## src/rtl/io_port_decoder.sv

```systemverilog
module io_port_decoder #(
  parameter int DW = 8
) (
  input  logic          clk,
  input  logic          rst_n,
  input  logic [15:0]   cpu_addr,
  input  logic [DW-1:0] cpu_wdata,
  input  logic          io_rd,
  input  logic          io_wr,
  input  logic          fdc_fitted,
  output logic [DW-1:0] cpu_rdata,
  output logic [DW-1:0] bus_out,
  output logic          ga_wr,
  output logic [1:0]    crtc_fn,
  output logic          crtc_sel_strb,
  output logic          crtc_data_strb,
  output logic          crtc_rd,
  input  logic [DW-1:0] crtc_rdata,
  output logic          pio_rd,
  output logic          pio_wr,
  output logic [1:0]    pio_idx,
  input  logic [DW-1:0] pio_rdata,
  output logic          fdc_rd,
  output logic          fdc_wr,
  output logic          fdc_idx,
  input  logic [DW-1:0] fdc_rdata
);
  localparam logic [15:0] FDC_MASK  = 16'h0580;
  localparam logic [15:0] FDC_MATCH = 16'h0100;
  localparam logic [DW-1:0] IDLE_BUS = '1;

  logic          any_cyc, ga_hit, crtc_hit, pio_hit, fdc_hit;
  logic [DW-1:0] merged;

  assign any_cyc  = io_rd | io_wr;
  assign ga_hit   = cpu_addr[15:14] == 2'b01;
  assign crtc_hit = ~cpu_addr[14];
  assign pio_hit  = ~cpu_addr[11];
  assign fdc_hit  = fdc_fitted && ((cpu_addr & FDC_MASK) == FDC_MATCH);

  assign crtc_fn        = cpu_addr[9:8];
  assign pio_idx        = cpu_addr[9:8];
  assign fdc_idx        = cpu_addr[0];

  assign ga_wr          = any_cyc & ga_hit;
  assign crtc_sel_strb  = any_cyc & crtc_hit & (crtc_fn == 2'd0);
  assign crtc_data_strb = any_cyc & crtc_hit & (crtc_fn == 2'd1);
  assign crtc_rd        = io_rd & crtc_hit & crtc_fn[1];
  assign pio_rd         = io_rd & pio_hit;
  assign pio_wr         = io_wr & pio_hit;
  assign fdc_rd         = io_rd & fdc_hit;
  assign fdc_wr         = io_wr & fdc_hit;

  assign merged = IDLE_BUS
                & (pio_rd  ? pio_rdata  : IDLE_BUS)
                & (fdc_rd  ? fdc_rdata  : IDLE_BUS)
                & (crtc_rd ? crtc_rdata : IDLE_BUS);

  assign bus_out = io_rd ? merged : cpu_wdata;

  always_ff @(posedge clk or negedge rst_n) begin
    if (!rst_n)     cpu_rdata <= IDLE_BUS;
    else if (io_rd) cpu_rdata <= merged;
  end


  rdata_hold_chk: assert property (@(posedge clk) disable iff (!rst_n)
    !io_rd |=> $stable(cpu_rdata));


  pio_bits_clear_chk: assert property (@(posedge clk) disable iff (!rst_n)
    (io_rd && pio_rd) |=> ((cpu_rdata & ~$past(pio_rdata)) == '0));


  crtc_rd_dir_chk: assert property (@(posedge clk) disable iff (!rst_n)
    io_wr && !io_rd |-> !crtc_rd);


  fdc_absent_chk: assert property (@(posedge clk) disable iff (!rst_n)
    (fdc_rd || fdc_wr) |-> fdc_fitted);


  ga_crtc_excl_chk: assert property (@(posedge clk) disable iff (!rst_n)
    ga_wr |-> !(crtc_sel_strb || crtc_data_strb || crtc_rd));


  crtc_onefn_chk: assert property (@(posedge clk) disable iff (!rst_n)
    $onehot0({crtc_sel_strb, crtc_data_strb, crtc_rd}));
endmodule

```

## config.mk

```make
export PLATFORM = sky130hd
export DESIGN_NAME = io_port_decoder
export DESIGN_NICKNAME = d
export VERILOG_FILES = /design/src/rtl/io_port_decoder.sv
export SDC_FILE = /design/constraint.sdc
export NUM_CORES = 1
export LEC_CHECK = 0
export ABC_AREA = 1
export BUFFER_PORTS_ARGS = -buffer_cell sky130_fd_sc_hd__buf_2
export CAP_MARGIN = 25
export CORE_MARGIN = 2
export CORE_UTILIZATION = 30
export DETAILED_ROUTE_END_ITERATION = 12
export GPL_TIMING_DRIVEN = 0
export PLACE_DENSITY = 0.75
export SKIP_LAST_GASP = 1
export SYNTH_ARGS = -nofsm -noshare
export SYNTH_HDL_FRONTEND = slang
export SYNTH_SLANG_ARGS = --single-unit
export TNS_END_PERCENT = 5
```

## constraint.sdc

```tcl
create_clock -name clk -period 0.8 [get_ports clk]
set_input_delay 0 -clock clk [delete_from_list [all_inputs] [get_ports clk]]
set_output_delay 0 -clock clk [all_outputs]
set_load 0.02 [all_outputs]
```

==> results by group <==
GRT
  – Initial antenna violation count: 0
  – Grt ovf: 0
  – Wire length of the first global-routing pass: between 3000 and 4000 µm
  – Maximum number of pins on one net before global-route repair: 11
  – Vias in the first global route: 792
  – Total global routing track utilization: 0.153

Floorplanning
  – Core footprint: 2410 µm²
  – Count of pins on the block boundary: 82
  – Die width: between 50 and 60 µm
  – Die area: about 2900 µm²
  – Floorplan die height: between 50 and 60 µm
  – Number of core rows: 18
  – Effective utilization at floorplan: 0.307

Finish
  – Fraction of final layout cells with drive strength greater than 1: 0.521
  – Largest register FFs: 8
  – Most common cell after layout, fill and taps aside: sky130_fd_sc_hd__buf_2
  – Highest-count cells in the layout ignoring fill and taps: 62 x sky130_fd_sc_hd__buf_2, 42 x sky130_fd_sc_hd__nand2_1, 18 x sky130_fd_sc_hd__inv_1
  – Largest registers ranked by flip-flop count: cpu_rdata: 8 flops
  – Multi-input combinational cell area: 382 µm²
  – Register bank with the most flops: cpu_rdata
  – Area overhead of the layout relative to synthesis: 64.7%
  – Number of antenna diodes: 0
  – Fillcell total: 283
  – Util after Layout: 0.506
  – Area used by sequential logic in the layout: 210 µm²
  – Total Nets Final: 243

Worst setup path
  – Source of the worst register-to-register timing path: cpu_rdata[2]
  – Critical path buffer and inverter count: 1
  – Startpoint type of the worst setup path: register
  – Worst Reg2Reg Path Length in Cells: 2
  – CP endpoint kind: primary output
  – Cell family contributing the most delay on the critical path: flip-flops
  – CP required: about 800 ps
  – Arrival time reported for the critical path endpoint: 920 ps
  – Largest stage delay on the critical path: 550 ps
  – Slowest stage cell, crit path: sky130_fd_sc_hd__dfstp_2
  – Setup Crit Path Kind: register to primary output
  – R2r setup slk: 70 ps
  – Max Fanout on Critical Path: 2
  – Worst reg2reg endpoint: cpu_rdata[2]
  – Sequence of cells on the critical path: buf_6

Logic synthesis
  – Synth top area cells: sky130_fd_sc_hd__dfstp_2 28%, sky130_fd_sc_hd__nand2_1 21%, sky130_fd_sc_hd__inv_1 9.1%
  – Warnings from Yosys: 0
  – Area share of the largest cell type after synthesis: 0.284
  – Sequential element share of the synthesized area: 0.284
  – Post-Synthesis Cell Area: between 700 and 800 µm²
  – Distinct cell type count of the synthesized netlist: 20
  – Top cell type by total area after synthesis: sky130_fd_sc_hd__dfstp_2
  – Number of register bits inferred by synthesis: 8
  – Number of nets in the synthesized netlist: 167
  – Mean instance size in the synthesized netlist: around 6.5 µm²
  – Cell count after synthesis: approximately 110

Clock network
  – TritonCTS clock tree: yes
  – Sink Count: 8
  – Maximum level of the CTS H-tree: 1
  – Post-CTS Repair Setup Buffers: 0
  – Clk buf depth: 2
  – Worst skew pair latency: 250 ps
  – Cts bufs inserted: 3
  – Clock root buffer: sky130_fd_sc_hd__clkbuf_4
  – Clock-pin slew on the worst setup and hold paths: 50 ps

Power and ir drop
  – Int Power: 0.945 mW
  – Fraction of power consumed by sequential logic: 0.344
  – Peak supply drop: 1140 µV
  – Portion of total power attributed to the clock network: 0.214
  – Relative contribution of combinational cells to total power: 0.443
  – Power density of the placed cells: approximately 1200 nW/µm²
  – Sw power: 0.542 mW
  – Leakage power: 0.740 nW
  – Proportion of total power due to net switching: 0.365

Placed design
  – Routability Congestion: 0.650
  – Placement Setup Slack: -92.1 ps
  – Hpwl dp: 1890 µm
  – Number of I/O port buffers: 70

Detailed routing
  – Count of vias placed by the detailed router: 938
  – Post-route DRC: 0
  – Via density per instance: 4.30
  – Drt wl/cell: roughly 11 µm
  – DRT antenna net count: 0
  – DRT iter0 DRCs: 4
  – Overall routed net length: 2290 µm
  – DR pass1 iterations: 3

Timing
  – Maximum clock skew at final layout: 0 ps
  – Transition at the pin with the smallest max-transition slack: approximately 230 ps
  – Final period utilization: 1.15
  – Count of final setup violators: 11
  – Top achievable clock speed: 1090 MHz
  – Hold Vio Cnt, Final: 0
  – Unrepaired setup endpoints after global routing: yes
  – Relative slew margins: 0.844
  – Slack of the critical path: -117 ps
  – Setup TNS: -883 ps
  – Min cycle time layout: 917 ps
  – Worst Hold Slack: ~55 ps
  – Pins Over Slew Limit: 0

Worst hold path
  – Sink of the worst hold path: cpu_rdata[4]
  – Hold Path Depth: 5
  – Hold Path Origin: crtc_rdata[4]
  – Path type of the worst min-delay path: input port to register

Run status
  – Result of the run: complete, but fails checks
  – Violations in the final reports: setup timing

Flow run
  – Number of max-cap violations: 0
## how the worst max path moves through the flow
stage,cells after the start,start,endpoint
floorplan,3,io_rd,crtc_data_strb
global placement,6,cpu_addr[10],bus_out[1]
detailed placement,6,cpu_addr[10],bus_out[7]
CTS,1,cpu_rdata[6],cpu_rdata[6]
global route,1,cpu_rdata[6],cpu_rdata[6]
finish,1,cpu_rdata[6],cpu_rdata[6]
## per-stage QoR
| stage | total power, mW | instances | area (µm²) |
|---|---|---|---|
| 6_report | 1.49 | 218 | 1220 |
| 5_1_grt | 1.59 | 218 | 1220 |
| 4_1_cts | 1.47 | 218 | 1190 |
| 3_5_place_dp | 1.11 | 214 | 1130 |
| 3_3_place_gp | 1.10 | 214 | 1130 |
| 2_1_floorplan | 0.860 | 114 | 741 |
## power by group through the flow
stage	clock, mW	combinational [mW]	sequential [mW]
floorplan	0	0.298	0.562
global placement	0	0.600	0.503
detailed placement	0	0.608	0.504
CTS	0.322	0.646	0.505
global route	0.344	0.727	0.515
finish	0.318	0.658	0.512
## layer usage
layer  GRT usage  wire length, µm  vias up
li1            -                -      503
met1       0.183              923      397
met2       0.287             1220       38
met3      0.0417              147        0
met4           0                0        0
met5           0                0        -
## layout make-up
cell class | instances | share of cell area
Tap cell | 30 | 0.0308
Timing Repair Buffer | 71 | 0.336
Clock buffer | 3 | 0.0185
Buffer | 9 | 0.0646
Sequential cell | 8 | 0.172
Inverter | 20 | 0.0646
Multi-Input combinational cell | 77 | 0.313
## timing repair
action / 4_1_cts / 5_1_grt
pin swaps: 0 / 0
hold buffers: 1 / 0
gates resized for setup: 11 / 7
endpoints found under the hold margin: 8 / 0
setup endpoints to repair: 18 / 18
## cell families (layout without fill, tap and decap cells)
family / after synthesis / count (layout) / share of synthesized area
simple gates: 59 / 59 / 0.368
compound gates: 18 / 18 / 0.140
flops: 8 / 8 / 0.284
buf+inv: 29 / 103 / 0.208
## cell usage after synthesis (all sizes together)
cell type / number
o21ai: 9
a21oi: 8
inv: 19
nor2: 6
clkinv: 1
dfstp: 8
nor3: 1
nand4: 8
a211oi: 1
nand2: 43
buf: 9
nor3b: 1
Power figures use the tool's default switching activity.
